[src/rtl/bw_gate_pkg.sv]
package bw_gate_pkg;

    // Why the address channels are, or are not, allowed through this cycle.
    typedef enum logic [1:0] {
        GATE_PASS   = 2'd0,
        GATE_CLOSED = 2'd1,
        GATE_SPENT  = 2'd2
    } gate_state_e;

endpackage

[src/rtl/bw_phase_timer.sv]
module bw_phase_timer #(
    parameter int CNT_W = 16,
    localparam int PH_W = CNT_W + 1
) (
    input  logic             clk,
    input  logic             rst_n,
    input  logic [CNT_W-1:0] on_len,
    input  logic [CNT_W-1:0] off_len,
    output logic [PH_W-1:0]  phase_q,
    output logic             open_o,
    output logic             last_o
);

    typedef struct packed {
        logic [PH_W-1:0] phase;
    } timer_state_t;

    timer_state_t st_d, st_q;
    logic [PH_W-1:0] period_len;

    always_comb begin
        st_d       = st_q;
        period_len = {1'b0, on_len} + {1'b0, off_len};
        // A zero-length period wraps every cycle; ">=" also recovers from an
        // out-of-range phase after a configuration change.
        last_o     = (period_len == '0) || (st_q.phase >= period_len - 1'b1);
        open_o     = (off_len == '0) || (st_q.phase < {1'b0, on_len});
        if (last_o) begin
            st_d.phase = '0;
        end else begin
            st_d.phase = st_q.phase + 1'b1;
        end
    end

    always_ff @(posedge clk) begin
        if (!rst_n) begin
            st_q <= '0;
        end else begin
            st_q <= st_d;
        end
    end

    assign phase_q = st_q.phase;

endmodule

[src/rtl/bw_word_budget.sv]
module bw_word_budget #(
    parameter int WORD_W = 20,
    parameter int LEN_W  = 8,
    localparam int SUM_W = WORD_W + 2
) (
    input  logic              clk,
    input  logic              rst_n,
    input  logic              clear,
    input  logic              take_a,
    input  logic [LEN_W-1:0]  len_a,
    input  logic              take_b,
    input  logic [LEN_W-1:0]  len_b,
    input  logic [WORD_W-1:0] cap,
    output logic [WORD_W-1:0] words_q,
    output logic              spent_o
);

    typedef struct packed {
        logic [WORD_W-1:0] words;
    } budget_state_t;

    budget_state_t st_d, st_q;
    logic [SUM_W-1:0] inc_a, inc_b, total;

    always_comb begin
        st_d  = st_q;
        inc_a = take_a ? (SUM_W'(len_a) + SUM_W'(1)) : '0;
        inc_b = take_b ? (SUM_W'(len_b) + SUM_W'(1)) : '0;
        total = SUM_W'(st_q.words) + inc_a + inc_b;
        if (clear) begin
            st_d.words = '0;
        end else if (total[SUM_W-1:WORD_W] != '0) begin
            st_d.words = '1;
        end else begin
            st_d.words = total[WORD_W-1:0];
        end
        spent_o = (cap != '0) && (st_q.words >= cap);
    end

    always_ff @(posedge clk) begin
        if (!rst_n) begin
            st_q <= '0;
        end else begin
            st_q <= st_d;
        end
    end

    assign words_q = st_q.words;

endmodule

[src/rtl/bw_window_gate.sv]
module bw_window_gate
    import bw_gate_pkg::*;
#(
    parameter int CNT_W  = 16,
    parameter int WORD_W = 20,
    parameter int LEN_W  = 8,
    localparam int PH_W  = CNT_W + 1
) (
    input  logic              clk,
    input  logic              rst_n,
    input  logic [CNT_W-1:0]  cfg_on_len,
    input  logic [CNT_W-1:0]  cfg_off_len,
    input  logic [WORD_W-1:0] cfg_word_cap,
    input  logic              ar_valid,
    input  logic              ar_ready_src,
    input  logic [LEN_W-1:0]  ar_len,
    input  logic              aw_valid,
    input  logic              aw_ready_src,
    input  logic [LEN_W-1:0]  aw_len,
    output logic              ar_ready,
    output logic              aw_ready,
    output logic              permit
);

    logic [PH_W-1:0]   phase_q;
    logic              phase_open;
    logic              period_last;
    logic [WORD_W-1:0] words_q;
    logic              budget_spent;
    logic              ar_take, aw_take;
    gate_state_e       gate_state;

    bw_phase_timer #(.CNT_W(CNT_W)) i_timer (
        .clk     (clk),
        .rst_n   (rst_n),
        .on_len  (cfg_on_len),
        .off_len (cfg_off_len),
        .phase_q (phase_q),
        .open_o  (phase_open),
        .last_o  (period_last)
    );

    always_comb begin
        if (!phase_open) begin
            gate_state = GATE_CLOSED;
        end else if (budget_spent) begin
            gate_state = GATE_SPENT;
        end else begin
            gate_state = GATE_PASS;
        end
        permit   = (gate_state == GATE_PASS);
        ar_ready = ar_ready_src && permit;
        aw_ready = aw_ready_src && permit;
        ar_take  = ar_valid && ar_ready;
        aw_take  = aw_valid && aw_ready;
    end

    bw_word_budget #(.WORD_W(WORD_W), .LEN_W(LEN_W)) i_budget (
        .clk     (clk),
        .rst_n   (rst_n),
        .clear   (period_last),
        .take_a  (ar_take),
        .len_a   (ar_len),
        .take_b  (aw_take),
        .len_b   (aw_len),
        .cap     (cfg_word_cap),
        .words_q (words_q),
        .spent_o (budget_spent)
    );

endmodule

[config.mk]
export PLATFORM = sky130hd
export DESIGN_NAME = bw_window_gate
export DESIGN_NICKNAME = d
export VERILOG_FILES = /design/src/rtl/bw_gate_pkg.sv /design/src/rtl/bw_phase_timer.sv /design/src/rtl/bw_word_budget.sv /design/src/rtl/bw_window_gate.sv
export SDC_FILE = /design/constraint.sdc
export NUM_CORES = 1
export LEC_CHECK = 0
export CAP_MARGIN = 20
export CORE_UTILIZATION = 30
export CTS_BUF_LIST = sky130_fd_sc_hd__clkbuf_8
export DETAILED_ROUTE_END_ITERATION = 8
export DONT_BUFFER_PORTS = 1
export PLACE_DENSITY_LB_ADDON = 0.05
export SYNTH_ARGS = -nofsm -noshare
export SYNTH_HDL_FRONTEND = slang
export SYNTH_SLANG_ARGS = --single-unit
[constraint.sdc]
create_clock -name clk -period 7.01 [get_ports clk]
set_clock_uncertainty 0.15 [all_clocks]
set_input_delay 1.0515 -clock clk [delete_from_list [all_inputs] [get_ports clk]]
set_output_delay 1.0515 -clock clk [all_outputs]
set_load 0.02 [all_outputs]
==> results of run 1 <==
==> synthesized netlist by cell type, drive strengths merged (4+ instances only) <==
cell	count
nand2	25
nor3	14
o21ai	21
or3	4
and2	7
o21a	10
ha	82
or2	4
a211o	5
nor2	56
nor2b	5
and3	15
buf	11
dfxtp	37
fa	11
nand3	21
o211ai	5
xnor2	33
xor2	29
o21bai	4
nor4	10
nand2b	5
a21oi	42
inv	66
and4	6
a21o	34
a211oi	11
nand4	33
clkbuf	10
a31oi	4
==> flip-flops by register name, summed over array words and instances (netlist names) <==
signal / flops
i_budget.words_q: 20
i_timer.phase_q: 17
==> layer usage <==
layer / global-route usage, % / up-vias / wire (microns)
met2: 23.3 / 80 / 5690
li1: - / 2320 / -
met5: 0 / - / 0
met1: 23.8 / 2019 / 7570
met4: 2.06 / 0 / 60
met3: 2.82 / 5 / 614
==> cells by family after synthesis <==
group	synth area share, %
AND/OR/NAND/NOR	22.4
AO/OA/AOI/OAI	21.5
adder cells (fa/ha/maj)	23.7
buffers and inverters	7.53
XOR/XNOR	10.5
flip-flops	14.1
multiplexers	0.380
==> per-stage QoR <==
stage          setup slack (ps)  instance area [sq um]  total power, W  util, %  std cells
2_1_floorplan              1330                   5270        0.000527        -        649
3_3_place_gp                907                   5440        0.000593     31.5        857
3_5_place_dp                766                   5440        0.000593     31.5        857
4_1_cts                    1090                   5570        0.000830     32.3        865
5_1_grt                     629                   5570        0.000889     32.3        865
6_report                   1070                   5570        0.000819     32.3        865
==> layout by cell type, fill, tap and decap left out, types with 3 or more instances in the layout <==
cell type,instances
sky130_fd_sc_hd__xnor2_1,32
sky130_fd_sc_hd__dfxtp_1,37
sky130_fd_sc_hd__and4_1,5
sky130_fd_sc_hd__a31oi_1,4
sky130_fd_sc_hd__o211ai_1,5
sky130_fd_sc_hd__a21oi_2,9
sky130_fd_sc_hd__o21ai_0,18
sky130_fd_sc_hd__nand2b_1,5
sky130_fd_sc_hd__and2_1,7
sky130_fd_sc_hd__nor2_1,35
sky130_fd_sc_hd__nor3_1,14
sky130_fd_sc_hd__nor2b_1,5
sky130_fd_sc_hd__o21a_1,10
sky130_fd_sc_hd__a21oi_1,33
sky130_fd_sc_hd__nand4_1,33
sky130_fd_sc_hd__or3_1,3
sky130_fd_sc_hd__or2_2,4
sky130_fd_sc_hd__clkbuf_8,5
sky130_fd_sc_hd__a211oi_1,10
sky130_fd_sc_hd__buf_4,4
sky130_fd_sc_hd__nor4_1,10
sky130_fd_sc_hd__fa_1,11
sky130_fd_sc_hd__nor2_2,21
sky130_fd_sc_hd__a21o_2,4
sky130_fd_sc_hd__and3_1,14
sky130_fd_sc_hd__a211o_1,4
sky130_fd_sc_hd__a21o_1,30
sky130_fd_sc_hd__o21bai_1,4
sky130_fd_sc_hd__nand2_1,25
sky130_fd_sc_hd__xor2_1,29
sky130_fd_sc_hd__nand3_1,21
sky130_fd_sc_hd__inv_1,66
sky130_fd_sc_hd__ha_1,82
==> how the worst max path moves through the flow <==
stage                           startpoint                   end  slack, ps  depth (start not counted)
after global placement      cfg_on_len[14]   i_budget.words_q[8]        910                         18
after global routing         cfg_on_len[1]   i_budget.words_q[5]        630                         20
after floorplan           cfg_word_cap[13]   i_budget.words_q[6]       1330                         22
after CTS                    cfg_on_len[1]   i_budget.words_q[7]       1090                         20
final                       cfg_on_len[14]   i_budget.words_q[7]       1070                         18
after detailed placement    cfg_on_len[14]  i_budget.words_q[14]        770                         18
==> layout make-up <==
cell class / count / area share (%)
multi-input combinational: 525 / 74.2
tap: 225 / 5.05
clock buffer: 5 / 1.23
clock inverter: 3 / 1.23
timing repair buffer: 4 / 0.539
sequential: 37 / 13.3
inverter: 66 / 4.45
==> where the power goes <==
part / internal (W) / switching (W)
Combinational: 0.000150 / 0.000201
Sequential: 0.000224 / 0.0000135
Clock: 0.000143 / 0.0000860
==> qor.csv, run 1 <==
stage,metric,value,unit
setup_path,Buf/Inv on CP,3,
yosys,sequential share of the synthesized area,14.1,%
setup_path,Required @ worst endpoint,7030,ps
yosys,Synth Net Count,816,
layout,Area Overhead vs Synth,5.82,%
layout,fraction of final layout cells sized beyond drive strength 1,10.3,%
floorplanning,core box area,17200,sq um
min_path,Hold Path Sink,i_timer.phase_q[0],
placement,weighted congestion reported at the end of routability-driven placement,0.793,
power_and_ir_drop,leakage power figure,2.63,nW
global_routing,via count of the first global-routing pass,4326,
yosys,per-instance average area after synthesis,8.11,sq um
clock_tree,number of buffers added to fix hold violations after cts,0,
timing,Sum Neg Setup Slack,0,ps
yosys,ranking of synthesized cells by area,"sky130_fd_sc_hd__ha_1 19%, sky130_fd_sc_hd__dfxtp_1 14%, sky130_fd_sc_hd__xnor2_1 5.3%",
clock_tree,number of buffers added by the clock tree synthesis step,5,
timing,tightest hold margin,350,ps
clock_tree,clock sinks,37,
timing,Finish-stage setup viols,0,
clock_tree,CTS tree,done,
global_routing,total congestion overflow after global routing,0,
clock_tree,Clk Tree Root Cell,sky130_fd_sc_hd__clkbuf_8,
layout,layout net count,806,
yosys,combined area of all synthesized cells,5270,sq um
route,total via count after detailed routing,4424,
floorplanning,number of rows created at floorplan,48,
yosys,cell type with the highest aggregate area in the netlist,sky130_fd_sc_hd__ha_1,
setup_path,depth of the worst register-to-register path,17,
floorplanning,Die X-Extent,134,microns
run,max-cap violation count,0,
clock_tree,number of gates given a new drive strength after cts,0,
floorplanning,Die Ht,134,microns
timing,RSZ-0062 raised after global routing,false,
route,wire length per cell,16.1,microns
timing,maximum clock rate,168,MHz
clock_tree,maximum level of the CTS H-tree,2,
yosys,Unique masters post-synth,67,
setup_path,"slowest stage cell, crit path",sky130_fd_sc_hd__o221ai_2,
route,Residual DRC,0,
timing,total count of max-transition violations in the final report,0,
timing,Slew @ Worst Pin,899,ps
setup_path,largest driver fanout on the critical path,21,
min_path,Worst Hold Path Cells,1,
setup_path,Worst Setup Start Kind,input pin,
route,DRC violation total after the first TritonRoute iteration,212,
layout,diode insertion count for antenna repair,0,
min_path,worst hold-check path type,reg2reg,
yosys,count of flip-flops with a built-in enable after synthesis,0,
layout,Sequential Area,741,sq um
setup_path,category of the most critical setup path,in2reg,
min_path,hold_sp,i_timer.phase_q[0],
yosys,synthesized instance count,649,
status,result of the run,completed,
setup_path,Critical Path AT,5960,ps
floorplanning,overall die area,18100,sq um
yosys,portion of synthesized cell area occupied by the leading cell type,19.5,%
global_routing,antenna violations before repair,0,
setup_path,delay of the slowest cell on the worst path,690,ps
setup_path,sequence of cells on the critical path,"inv_1, ha_1, a21o_1, a211o_1, a211o_1, o221ai_2, nand4_1, fa_1, inv_1, ha_1, a21o_1, a21oi_1, o211ai_1, a211oi_1, nor2b_1, nand3_1, buf_4, a21oi_1",
clock_tree,clock slew at the register clock pins of the worst setup and hold paths,80,ps
layout,combined area of the multi-input logic cells,4140,sq um
floorplanning,number of primary I/O pins,77,
yosys,number of warnings issued by yosys,0,
timing,crit path time final,5940,ps
route,Pre-Repair DR Iteration Count,4,
global_routing,largest net degree at the start of global routing,26,
floorplanning,starting utilization of the core area,30.6,%
placement,IO Port Bufs,0,
setup_path,R2R Path Start,i_timer.phase_q[14],
setup_path,largest delay contributor family on the critical path,compound AO/OA/AOI/OAI gates,
setup_path,R2R Path End,i_budget.words_q[7],
clock_tree,Max clock buf depth,2,
clock_tree,number of buffers inserted by post-CTS setup repair,0,
yosys,"Async S/R FF share, synth",0,%
global_routing,wire length of the first global-routing pass,22400,microns
route,remaining antenna violation count after routing,0,
yosys,top flip-flop cell by instance count after synthesis,sky130_fd_sc_hd__dfxtp_1,
power_and_ir_drop,Peak VDD IR,0.0685,mV
route,vias per cell,5.11,
route,detailed-route wire length,13900,microns
clock_tree,clock latency of the later-clocked register in the worst-skew pair,300,ps
timing,Final Hold Vio Count,0,
yosys,post-synthesis sequential element count,37,
power_and_ir_drop,Cell Pwr Density,147,nW/um^2
setup_path,worst reg-to-reg setup slack,1430,ps
layout,fill count,1820,
timing,final period utilization,84.7,%
placement,half-perimeter wire length after placement,11900,microns
global_routing,Tot GR Track Use,15.7,%
timing,headroom to the max-slew limit,40.0,%
setup_path,element type at the critical path end,register,
Power figures use the tool's default switching activity.
==> run 2, diff against run 1 <==
clock period = 5.51 ns   (was 7.01 ns; I/O delays follow)
==> run 2 against run 1 <==
Sequential share of layout area down 0.17 points. Clock-buffer cell count unchanged. Sequential power up 26%. Via count up 0.36%. First-iteration DRC count up 2.8%. Flip-flop and latch count unchanged. Combinational power up 29%.
==> qor.csv, run 2 (synthesized netlist as in run 1, its figures left out) <==
stage,metric,value,unit
floorplanning,overall die area,18100,sq um
floorplanning,starting utilization of the core area,30.6,%
setup_path,R2R Path End,i_budget.words_q[6],
global_routing,wire length of the first global-routing pass,22800,microns
layout,Post-Layout Cell Count,874,
route,DRC violation total after the first TritonRoute iteration,218,
route,remaining antenna violation count after routing,0,
placement,placement-stage cell area,5530,sq um
timing,maximum clock rate,196,MHz
route,met3 WL,553,microns
timing,Finish-stage setup viols,0,
setup_path,category of the most critical setup path,in2reg,
clock_tree,clock sinks,37,
route,Residual DRC,0,
layout,Sequential Area,741,sq um
clock_tree,CTS tree,done,
route,top routing layer in use,met4,
global_routing,Tot GR Track Use,15.8,%
setup_path,Critical Path AT,5130,ps
placement,total instance count after detailed placement,866,
layout,"most common cell after layout, fill and taps aside",sky130_fd_sc_hd__ha_1,
route,detailed-route wire length,13700,microns
global_routing,antenna violations before repair,0,
layout,diode insertion count for antenna repair,0,
timing,crit path time final,5100,ps
placement,weighted congestion reported at the end of routability-driven placement,0.840,
timing,Sum Neg Setup Slack,0,ps
run,max-cap violation count,0,
timing,final period utilization,92.6,%
route,vias per cell,5.08,
setup_path,depth of the worst register-to-register path,20,
setup_path,capturing instance or port of the critical path,i_budget.words_q[6],
layout,fraction of final layout cells sized beyond drive strength 1,11.6,%
floorplanning,number of rows created at floorplan,48,
timing,tightest hold margin,352,ps
clock_tree,Clk Tree Root Cell,sky130_fd_sc_hd__clkbuf_8,
power_and_ir_drop,Peak VDD IR,0.104,mV
route,Pre-Repair DR Iteration Count,4,
timing,RSZ-0062 raised after global routing,false,
clock_tree,maximum level of the CTS H-tree,2,
power_and_ir_drop,total internal power,0.000617,W
setup_path,Worst Setup Start Kind,input pin,
power_and_ir_drop,combinational cell fraction of total power,45.4,%
setup_path,R2R Path Start,i_timer.phase_q[1],
setup_path,worst reg-to-reg setup slack,560,ps
power_and_ir_drop,Sw Ratio,38.3,%
power_and_ir_drop,part of the total power dissipated in the clock network,24.5,%
clock_tree,number of buffers added by the clock tree synthesis step,5,
power_and_ir_drop,Cell Pwr Density,177,nW/um^2
route,total via count after detailed routing,4440,
floorplanning,Die X-Extent,134,microns
timing,Final Hold Vio Count,0,
clock_tree,number of gates given a new drive strength after cts,0,
clock_tree,clock latency of the later-clocked register in the worst-skew pair,300,ps
power_and_ir_drop,part of the total power dissipated in sequential elements,30.1,%
global_routing,total congestion overflow after global routing,0,
layout,"leading cell types in the layout, fill and taps excluded","82 x sky130_fd_sc_hd__ha_1, 66 x sky130_fd_sc_hd__inv_1, 37 x sky130_fd_sc_hd__dfxtp_1",
layout,fill count,1834,
route,wire length per cell,15.7,microns
layout,layout net count,815,
global_routing,via count of the first global-routing pass,4409,
clock_tree,Max clock buf depth,2,
global_routing,largest net degree at the start of global routing,22,
clock_tree,number of buffers added to fix hold violations after cts,0,
timing,Slew @ Worst Pin,768,ps
floorplanning,number of primary I/O pins,77,
min_path,worst hold-check path type,reg2reg,
layout,Area Overhead vs Synth,7.15,%
clock_tree,number of buffers inserted by post-CTS setup repair,0,
floorplanning,core box area,17200,sq um
timing,headroom to the max-slew limit,48.8,%
route,total routed wire length on the met1 layer,7430,microns
setup_path,Required @ worst endpoint,5540,ps
layout,combined area of the multi-input logic cells,4140,sq um
route,met2 wire len,5690,microns
placement,IO Port Bufs,0,
layout,Post-Layout Inst Area,5640,sq um
layout,core utilization of the finished layout,32.7,%
timing,total count of max-transition violations in the final report,0,
placement,half-perimeter wire length after placement,11800,microns
clock_tree,clock slew at the register clock pins of the worst setup and hold paths,80,ps
power_and_ir_drop,net switching power,0.000384,W
floorplanning,Die Ht,134,microns
status,result of the run,completed,
setup_path,Critical Path Start,cfg_on_len[1],
setup_path,element type at the critical path end,register,
setup_path,largest driver fanout on the critical path,17,
power_and_ir_drop,leakage power figure,2.66,nW
min_path,Worst Hold Path Cells,1,
layout,"flip-flop count of the largest register, all copies and words added",20,
==> run 2: cell count changes in the layout (fill, tap and decap cells not counted) <==
cell                         before  now
sky130_fd_sc_hd__inv_6            1    0
sky130_fd_sc_hd__clkinvlp_4       0    1
sky130_fd_sc_hd__buf_12           0    2
sky130_fd_sc_hd__bufinv_16        2    1
sky130_fd_sc_hd__clkinv_4         0    1
sky130_fd_sc_hd__buf_4            4   11
==> run 2: cell type report <==
cell class / count / area share (%)
clock buffer: 5 / 1.22
inverter: 66 / 4.39
clock inverter: 3 / 0.820
tap: 225 / 4.99
timing repair buffer: 13 / 2.17
multi-input combinational: 525 / 73.3
sequential: 37 / 13.1
==> run 2: critical path, cell delays in order <==
cell and delay (ps):
sky130_fd_sc_hd__inv_1 20, sky130_fd_sc_hd__ha_1 280, sky130_fd_sc_hd__a21o_1 160, sky130_fd_sc_hd__a21o_1 170
sky130_fd_sc_hd__a211oi_1 260, sky130_fd_sc_hd__or3_1 180, sky130_fd_sc_hd__a21oi_1 80, sky130_fd_sc_hd__o221ai_2 330
sky130_fd_sc_hd__buf_4 270, sky130_fd_sc_hd__nand4_1 130, sky130_fd_sc_hd__fa_1 520, sky130_fd_sc_hd__inv_1 40
sky130_fd_sc_hd__ha_1 360, sky130_fd_sc_hd__a21o_1 210, sky130_fd_sc_hd__a21oi_1 140, sky130_fd_sc_hd__o211ai_1 170
sky130_fd_sc_hd__a211oi_1 320, sky130_fd_sc_hd__nor2b_1 180, sky130_fd_sc_hd__nand3_1 140, sky130_fd_sc_hd__buf_4 230
sky130_fd_sc_hd__a21oi_1 90
==> run 2: through the flow <==
stage | setup slack (ps) | power [W]
2_1_floorplan | 53.1 | 0.000670
3_3_place_gp | 178 | 0.000757
3_5_place_dp | 56.0 | 0.000762
4_1_cts | 364 | 0.00102
5_1_grt | 31.7 | 0.00110
6_report | 410 | 0.00100
==> run 2: how the worst min path moves through the flow <==
stage | startpoint | endpoint | slack, ps
after global placement | i_timer.phase_q[0] | i_timer.phase_q[0] | 330
final | i_timer.phase_q[0] | i_timer.phase_q[0] | 350
after floorplan | i_timer.phase_q[0] | i_timer.phase_q[0] | 310
after detailed placement | i_timer.phase_q[0] | i_timer.phase_q[0] | 340
after CTS | i_timer.phase_q[0] | i_timer.phase_q[0] | 360
after global routing | i_timer.phase_q[0] | i_timer.phase_q[0] | 380
==> run 2: power by group through the flow <==
stage	sequential [W]	clock, W	combinational, W
final	0.000301	0.000246	0.000454
after global routing	0.000305	0.000268	0.000522
after CTS	0.000302	0.000257	0.000458
after detailed placement	0.000308	0	0.000454
after global placement	0.000308	0	0.000449
after floorplan	0.000301	0	0.000369
==> run 2: layer usage <==
metal | global-route usage (%) | up-vias
met4 | 1.87 | 0
li1 | - | 2343
met1 | 23.8 | 2012
met5 | 0 | -
met2 | 24.2 | 79
met3 | 2.48 | 6
